File: src/rtl/lsa_pkg.sv
package lsa_pkg;
    typedef enum logic [1:0] {
        SZ_BYTE = 2'b00,
        SZ_HALF = 2'b01,
        SZ_WORD = 2'b10,
        SZ_WIDE = 2'b11
    } acc_size_e;
endpackage

File: src/rtl/lsa_read_fmt.sv
module lsa_read_fmt
    import lsa_pkg::*;
#(
    parameter int DATA_W = 32,
    parameter int ADDR_W = 2
) (
    input  logic [DATA_W-1:0] bus_word_i,
    input  logic [ADDR_W-1:0] lane_i,
    input  logic [1:0]        size_i,
    input  logic              signed_i,
    output logic [DATA_W-1:0] value_o
);
    logic [DATA_W-1:0] byte_sh;
    logic [DATA_W-1:0] half_sh;
    logic              fill_b;
    logic              fill_h;

    always_comb begin
        byte_sh = bus_word_i >> {lane_i, 3'b000};
        half_sh = bus_word_i >> {lane_i[ADDR_W-1:1], 4'b0000};
        fill_b  = signed_i & byte_sh[7];
        fill_h  = signed_i & half_sh[15];
        case (acc_size_e'(size_i))
            SZ_BYTE: value_o = {{(DATA_W-8){fill_b}}, byte_sh[7:0]};
            SZ_HALF: value_o = {{(DATA_W-16){fill_h}}, half_sh[15:0]};
            default: value_o = bus_word_i;
        endcase
    end
endmodule

File: src/rtl/lsa_write_fmt.sv
module lsa_write_fmt
    import lsa_pkg::*;
#(
    parameter int DATA_W = 32,
    parameter int ADDR_W = 2
) (
    input  logic [DATA_W-1:0]   reg_word_i,
    input  logic [ADDR_W-1:0]   lane_i,
    input  logic [1:0]          size_i,
    output logic [DATA_W-1:0]   bus_word_o,
    output logic [DATA_W/8-1:0] be_o
);
    localparam int LANES = DATA_W / 8;

    always_comb begin
        case (acc_size_e'(size_i))
            SZ_BYTE: begin
                bus_word_o = {LANES{reg_word_i[7:0]}};
                be_o       = LANES'(1) << lane_i;
            end
            SZ_HALF: begin
                bus_word_o = {(LANES/2){reg_word_i[15:0]}};
                be_o       = LANES'(2'b11) << {lane_i[ADDR_W-1:1], 1'b0};
            end
            default: begin
                bus_word_o = reg_word_i;
                be_o       = '1;
            end
        endcase
    end
endmodule

File: src/rtl/ldst_align.sv
module ldst_align
    import lsa_pkg::*;
#(
    parameter int DATA_W  = 32,
    parameter bit REG_OUT = 1'b1
) (
    input  logic                         clk,
    input  logic                         rst_n,
    input  logic                         acc_valid_i,
    input  logic [$clog2(DATA_W/8)-1:0]  acc_addr_i,
    input  logic [1:0]                   acc_size_i,
    input  logic                         acc_signed_i,
    input  logic [DATA_W-1:0]            bus_rdata_i,
    input  logic [DATA_W-1:0]            reg_wdata_i,
    output logic                         rd_valid_o,
    output logic [DATA_W-1:0]            rd_data_o,
    output logic [DATA_W-1:0]            bus_wdata_o,
    output logic [DATA_W/8-1:0]          bus_be_o
);
    localparam int LANES  = DATA_W / 8;
    localparam int ADDR_W = $clog2(LANES);

    logic [DATA_W-1:0] fmt_value;

    lsa_read_fmt #(.DATA_W(DATA_W), .ADDR_W(ADDR_W)) u_rd (
        .bus_word_i (bus_rdata_i),
        .lane_i     (acc_addr_i),
        .size_i     (acc_size_i),
        .signed_i   (acc_signed_i),
        .value_o    (fmt_value)
    );

    lsa_write_fmt #(.DATA_W(DATA_W), .ADDR_W(ADDR_W)) u_wr (
        .reg_word_i (reg_wdata_i),
        .lane_i     (acc_addr_i),
        .size_i     (acc_size_i),
        .bus_word_o (bus_wdata_o),
        .be_o       (bus_be_o)
    );

    generate
        if (REG_OUT) begin : g_reg
            typedef struct packed {
                logic              vld;
                logic [DATA_W-1:0] data;
            } rd_stage_t;

            rd_stage_t rd_d, rd_q;

            always_comb begin
                rd_d     = rd_q;
                rd_d.vld = acc_valid_i;
                if (acc_valid_i) begin
                    rd_d.data = fmt_value;
                end
            end

            always_ff @(posedge clk or negedge rst_n) begin
                if (!rst_n) begin
                    rd_q <= '0;
                end else begin
                    rd_q <= rd_d;
                end
            end

            assign rd_valid_o = rd_q.vld;
            assign rd_data_o  = rd_q.data;


            reg_latency_chk: assert property (@(posedge clk) disable iff (!rst_n)
                acc_valid_i |=> (rd_valid_o && rd_data_o == $past(fmt_value)));

            idle_hold_chk: assert property (@(posedge clk) disable iff (!rst_n)
                !acc_valid_i |=> (!rd_valid_o && $stable(rd_data_o)));
        end else begin : g_comb
            assign rd_valid_o = acc_valid_i;
            assign rd_data_o  = fmt_value;
        end
    endgenerate


    byte_zero_ext_chk: assert property (@(posedge clk) disable iff (!rst_n)
        (acc_size_i == SZ_BYTE && !acc_signed_i) |-> fmt_value[DATA_W-1:8] == '0);

    byte_sign_ext_chk: assert property (@(posedge clk) disable iff (!rst_n)
        (acc_size_i == SZ_BYTE && acc_signed_i) |->
            fmt_value[DATA_W-1:8] == {(DATA_W-8){fmt_value[7]}});

    byte_be_onehot_chk: assert property (@(posedge clk) disable iff (!rst_n)
        (acc_size_i == SZ_BYTE) |->
            ($countones(bus_be_o) == 1 && bus_wdata_o == {LANES{reg_wdata_i[7:0]}}));

    half_be_pair_chk: assert property (@(posedge clk) disable iff (!rst_n)
        (acc_size_i == SZ_HALF) |->
            ($countones(bus_be_o) == 2 && bus_wdata_o == {(LANES/2){reg_wdata_i[15:0]}}));

    word_pass_chk: assert property (@(posedge clk) disable iff (!rst_n)
        (acc_size_i[1]) |-> (bus_wdata_o == reg_wdata_i && &bus_be_o));
endmodule

File: config.mk
export PLATFORM = sky130hd
export DESIGN_NAME = ldst_align
export DESIGN_NICKNAME = d
export VERILOG_FILES = /design/src/rtl/lsa_pkg.sv /design/src/rtl/lsa_read_fmt.sv /design/src/rtl/lsa_write_fmt.sv /design/src/rtl/ldst_align.sv
export SDC_FILE = /design/constraint.sdc
export NUM_CORES = 1
export LEC_CHECK = 0
export BUFFER_PORTS_ARGS = -buffer_cell sky130_fd_sc_hd__buf_2
export CORE_MARGIN = 1.5
export CORE_UTILIZATION = 43
export CTS_CLUSTER_SIZE = 20
export DETAILED_ROUTE_END_ITERATION = 8
export HOLD_SLACK_MARGIN = 0.02
export PLACE_DENSITY = 0.86
export SYNTH_ARGS = -nofsm -noshare
export SYNTH_HDL_FRONTEND = slang
export SYNTH_SLANG_ARGS = --single-unit
File: constraint.sdc
create_clock -name clk -period 1.52 [get_ports clk]
set_input_delay 0.152 -clock clk [delete_from_list [all_inputs] [get_ports clk]]
set_output_delay 0.152 -clock clk [all_outputs]
set_load 0.1 [all_outputs]
==> results.md, run 1 <==
* Largest family of logic cells by synthesized area: compound AO/OA/AOI/OAI gates
* Post-route setup slack at 0.196 ns
* Die Ht at 75.3 um
* DRT antenna net count at 0
* Simple-Gate Fraction of Synth Area at 0.142
* Layout fillers at 391
* # resized after CTS at 0
* Post-synthesis xor/xnor area fraction at 0
* Register area share after synthesis at 0.367
* CORE AREA at 5070 um2
* Synth area leaders: dfrtp_1 37%, mux2_2 13%, o221ai_1 6.2%
* Most frequent cells in the layout: 112 x buf_2, 33 x dfrtp_1, 29 x buf_12
* GR Overflow Total at 0
* Avg Inst Size Synth at 9.07 um2
* Pre-CTS WS at -0.0624 ns
* Pleak at 0.00169 uW
* Final HPWL DP at 5870 um
* Syn Nets at 320
* Critical Path Sink: rd_data_o[6]$_DFFE_PN0P_
* Final setup viols at 0
* Critical Path Fanout Max at 8
* Unique cell type count in the Yosys netlist at 27
* Critical path arrival at 1.52 ns
* Share of the synthesized area in the top cell type at 0.367
* First DRT Iteration DRCs at 240
* Adder-cell share of the synthesized area at 0
* CTS tree: done
* Pin count of the biggest net entering global routing at 35
* Final Hold Vio Count at 0
* Fmax at 0.755 GHz
* Synth Instances at 248
* Critical Path End Type: flop
* First-pass GRT wire length at 11,400 um
* Crit path from: acc_addr_i[1]
* Max-cap viol count at 0
* Rows at 26
* WP data required at 1.71 ns
* Worst-Skew Late Latency at 0.28 ns
* Reg2reg end: rd_data_o[11]$_DFFE_PN0P_
* Initial Utilization at 0.443
* Sink Count at 33
* Total GRT Usage at 0.263
* CTS root buffer: clkbuf_8
* VDD IR-drop max at 0.511 mV
* CTS HTree Levels at 2
* DR vias/cell at 5.60
* Final #Nets at 454
* RR Startpoint: rd_data_o[11]$_DFFE_PN0P_
* Mapped cell area at 2250 um2
* WL final at 7390 um
* Post-CTS Setup Bufs at 0
* Critical path start-end classification: input pin to flop
* Critical Path Start Type: input pin
* Final period demand of the worst path at 1.32 ns
* Synth-to-layout area growth at 59.2%
* Final Max Slew Viols at 0
* Vias in the first global route at 2,458
* FF+latch count, synth at 33
* Total CTS buffers at 5
* Layout cells sized above 1 at 0.533
* # IOs at 141
* Die area at 5670 um2
* Worst Hold Class: input pin to flop
* Port Buf Inserts at 140
* Reg2Reg Depth at 2
* DRT Pass-1 Iters at 4
* Post-synth top area cell: dfrtp_1
* Design Power at 3930 uW
* Chip Width at 75.3 um
* DRC at 0
* Compound-cell area share of the yosys netlist at 0.216
* Commonest non-fill, non-tap cell in the layout: buf_2
* Via count at 2,527
* Relative slew slack at 0.515
* Mean routed wirelength per cell at 16.4 um
* Power density cells at 1100 nW/um2
* Antenna violations before repair at 0
* Clock tree buffer depth at 2
* Hold buffer count at cts at 1
* Clock slew at reported path FFs at 0.06 ns
* Mux contribution to synthesized area at 0.177
* Worst Tran Pin Value at 0.727 ns
* YS warnings at 0
* R2R setup slack at 0.73 ns
* Status: completed
* Register area at 826 um2
* RSZ-0062 raised after global routing: no
* Setup Skew at 0 ns
* Final worst-path cycle share at 0.871
* Area of the multi-input gates at 1260 um2
* Routability Congestion at 0.823
* N_diodes at 0
## flip-flops by register name, indices dropped and copies added (netlist names)
signal	cells
rd_data_o	32
rd_valid_o	1
## cell usage after synthesis
library cell / n
mux2_2: 25
and2_1: 8
o221ai_1: 16
nor2_1: 10
mux2i_2: 1
buf_2: 4
a31oi_1: 16
o21bai_1: 2
mux4_2: 1
a311oi_4: 1
nor2b_1: 1
o21ai_0: 16
clkbuf_1: 17
a21oi_1: 8
inv_1: 18
nor3b_2: 1
nand2b_1: 1
buf_4: 8
mux2i_1: 8
a32oi_1: 8
nand3_1: 16
buf_1: 1
nand2_1: 16
a21o_1: 2
nand3b_1: 9
dfrtp_1: 33
clkinv_1: 1
## report_power, final
part           internal (uW)  total, uW  switching (uW)
combinational            577       2290            1720
sequential               981       1040            55.7
clock                    301        600             299
## layout make-up
type                       instances  area share
inverter                          19      0.0199
multi-input combinational        166       0.352
tap                               70      0.0244
sequential                        33       0.231
timing repair buffer             157       0.353
clock inverter                     1     0.00140
clock buffer                       5      0.0192
## per-layer routing
metal	share of wire	wire length [um]	global-route usage
met1	0.36	2690	0.301
met2	0.51	3770	0.466
met3	0.096	711	0.0701
met4	0.029	214	0.107
met5	0	0	0
## worst min path at each step
stage,from,end,slack [ns],cells past startpoint
6_report,bus_rdata_i[24],rd_data_o[24]$_DFFE_PN0P_,0.13,3
3_3_place_gp,rst_n,rd_data_o[16]$_DFFE_PN0P_,0.23,1
4_1_cts,bus_rdata_i[30],rd_data_o[30]$_DFFE_PN0P_,0.13,3
3_5_place_dp,rst_n,rd_data_o[16]$_DFFE_PN0P_,0.24,1
5_1_grt,bus_rdata_i[24],rd_data_o[24]$_DFFE_PN0P_,0.13,3
2_1_floorplan,rst_n,rd_data_o[0]$_DFFE_PN0P_,-0.14,0
## stage by stage
| step | util | cell area (um2) | TNS (ns) | hold WS [ns] | cells |
|---|---|---|---|---|---|
| 2_1_floorplan | - | 2310 | -1.02 | -0.144 | 248 |
| 4_1_cts | 0.706 | 3580 | 0 | 0.133 | 451 |
| 5_1_grt | 0.706 | 3580 | 0 | 0.133 | 451 |
| 3_5_place_dp | 0.689 | 3500 | -0.287 | 0.240 | 444 |
| 3_3_place_gp | 0.689 | 3500 | 0 | 0.230 | 444 |
| 6_report | 0.706 | 3580 | 0 | 0.133 | 451 |
## critical path: stages
cell and delay (ns):
buf_2 0.10, buf_4 0.15, buf_4 0.17, nor2b_1 0.48, a32oi_1 0.23, a31oi_1 0.24
## kinds of logic after synthesis
logic type             count (synthesis)
AOI/OAI and AO/OA                     69
muxes                                 35
DFF                                   33
and+or+nand+nor                       62
buffers and inverters                 49
No activity file was read; power rests on OpenSTA's default activity.
==> run 2: changes to the inputs <==
--- a/config.mk
+++ b/config.mk
@@ -6,12 +6,15 @@
 export NUM_CORES = 1
 export LEC_CHECK = 0
 export BUFFER_PORTS_ARGS = -buffer_cell sky130_fd_sc_hd__buf_2
+export CELL_PAD_IN_SITES_DETAIL_PLACEMENT = 0
+export CELL_PAD_IN_SITES_GLOBAL_PLACEMENT = 1
 export CORE_MARGIN = 1.5
-export CORE_UTILIZATION = 43
+export CORE_UTILIZATION = 30
 export CTS_CLUSTER_SIZE = 20
 export DETAILED_ROUTE_END_ITERATION = 8
 export HOLD_SLACK_MARGIN = 0.02
 export PLACE_DENSITY = 0.86
+export REMOVE_ABC_BUFFERS = 1
 export SYNTH_ARGS = -nofsm -noshare
 export SYNTH_HDL_FRONTEND = slang
 export SYNTH_SLANG_ARGS = --single-unit
==> results.md, run 2 (synthesis gave the netlist of run 1 again) <==
* Status: completed
* Register area at 826 um2
* RSZ-0062 raised after global routing: no
* Rows at 31
* Crit path from: acc_size_i[0]
* Post-route cell area at 3590 um2
* Clock tree buffer depth at 2
* Placed instance area at 3500 um2
* Reg2Reg Depth at 2
* Hold-critical path depth at 3
* Antenna violations before repair at 0
* DRT antenna net count at 0
* Commonest non-fill, non-tap cell in the layout: buf_2
* Port Buf Inserts at 140
* Fmax at 0.746 GHz
* Die Ht at 89.6 um
* Max reg flops at 32
* Max-cap viol count at 0
* Post-CTS Setup Bufs at 0
* Final worst-path cycle share at 0.882
* Layout fillers at 701
* Total GRT Usage at 0.197
* Final setup viols at 0
* WP data required at 1.37 ns
* Relative slew slack at 0.668
* CORE AREA at 7250 um2
* Fin util at 0.495
* WL final at 7810 um
* CTS HTree Levels at 2
* Worst-Skew Late Latency at 0.29 ns
* CTS root buffer: clkbuf_8
* Routability Congestion at 0.788
* Critical Path Fanout Max at 10
* Hold buffer count at cts at 1
* Synth-to-layout area growth at 59.7%
* VDD IR-drop max at 0.419 mV
* Area of the multi-input gates at 1200 um2
* Worst Hold Class: input pin to flop
* Final period demand of the worst path at 1.34 ns
* Critical Path End Type: output port
* Critical path arrival at 1.19 ns
* CTS tree: done
* Sink Count at 33
* # IOs at 141
* Min-delay src: bus_rdata_i[19]
* Via count at 2,457
* Clock slew at reported path FFs at 0.07 ns
* N_diodes at 0
* Setup Skew at 0 ns
* Pleak at 0.00170 uW
* Critical Path Start Type: input pin
* Initial Utilization at 0.310
* Vias in the first global route at 2,425
* Final Hold Vio Count at 0
* Mean routed wirelength per cell at 16.2 um
* Final Max Slew Viols at 0
* Power density cells at 1100 nW/um2
* Layout cells sized above 1 at 0.503
* Final HPWL DP at 6140 um
* Chip Width at 89.6 um
* # resized after CTS at 0
* GR Overflow Total at 0
* Most frequent cells in the layout: 112 x buf_2, 33 x dfrtp_1, 30 x buf_12
* DRC at 0
* DR vias/cell at 5.09
* First-pass GRT wire length at 12,000 um
* Die area at 8030 um2
* DRT Pass-1 Iters at 4
* Worst Tran Pin Value at 0.492 ns
* Final #Nets at 455
* R2R setup slack at 0.75 ns
* Pin count of the biggest net entering global routing at 57
* Design Power at 3960 uW
* RR Startpoint: rd_data_o[9]$_DFFE_PN0P_
* Total CTS buffers at 5
* Critical path start-end classification: input pin to output port
* First DRT Iteration DRCs at 131
run 2: cell count changes in the layout (fill, tap and decap cells not counted), sizes merged:
cell	previous run	this run
buf	156	157
clkbuf	5	6
clkinv	2	3
run 2: power by group:
group | total (uW) | leakage (uW) | internal (uW) | switching (uW)
clock | 650 | 0.0000450 | 317 | 333
combinational | 2270 | 0.00126 | 570 | 1700
sequential | 1040 | 0.000393 | 981 | 56.4
run 2: final cells by class:
cell class | count | share of cell area
repair buffers | 158 | 0.357
multi-input cells | 166 | 0.335
flip-flops and latches | 33 | 0.230
well taps | 99 | 0.0345
clock buffers | 6 | 0.0202
inverters | 19 | 0.0199
clock inverters | 2 | 0.00279
run 2: through the flow:
stage                     instances  TNS (ns)  worst slack [ns]  hold slack, ns
after floorplan                 218     -8.58            -0.989          -0.144
after global placement          474    -0.413           -0.0566           0.197
after detailed placement        474    -0.630           -0.0922           0.203
after CTS                       483         0             0.178           0.101
after global routing            483         0            0.0878           0.126
final                           483         0             0.179           0.108
run 2: critical path: stages:
cell and delay (ns):
buf_2 0.18, nor2_1 0.11, buf_4 0.18, mux2_2 0.38
buf_12 0.17
run 2: worst paths after layout:
check                                            endpoint
worst max-delay path                       bus_wdata_o[9]
worst min register to register   rd_data_o[2]$_DFFE_PN0P_
worst max register to register   rd_data_o[9]$_DFFE_PN0P_
worst min-delay path            rd_data_o[19]$_DFFE_PN0P_
max in group asynchronous        rd_data_o[5]$_DFFE_PN0P_
min in group asynchronous        rd_data_o[3]$_DFFE_PN0P_
run 2: routing by layer:
layer	GRT usage	vias to the layer above	wire, um
met5	0	-	0
li1	-	1169	-
met1	0.220	1127	2940
met2	0.355	149	3880
met4	0.0476	0	106
met3	0.0740	12	881
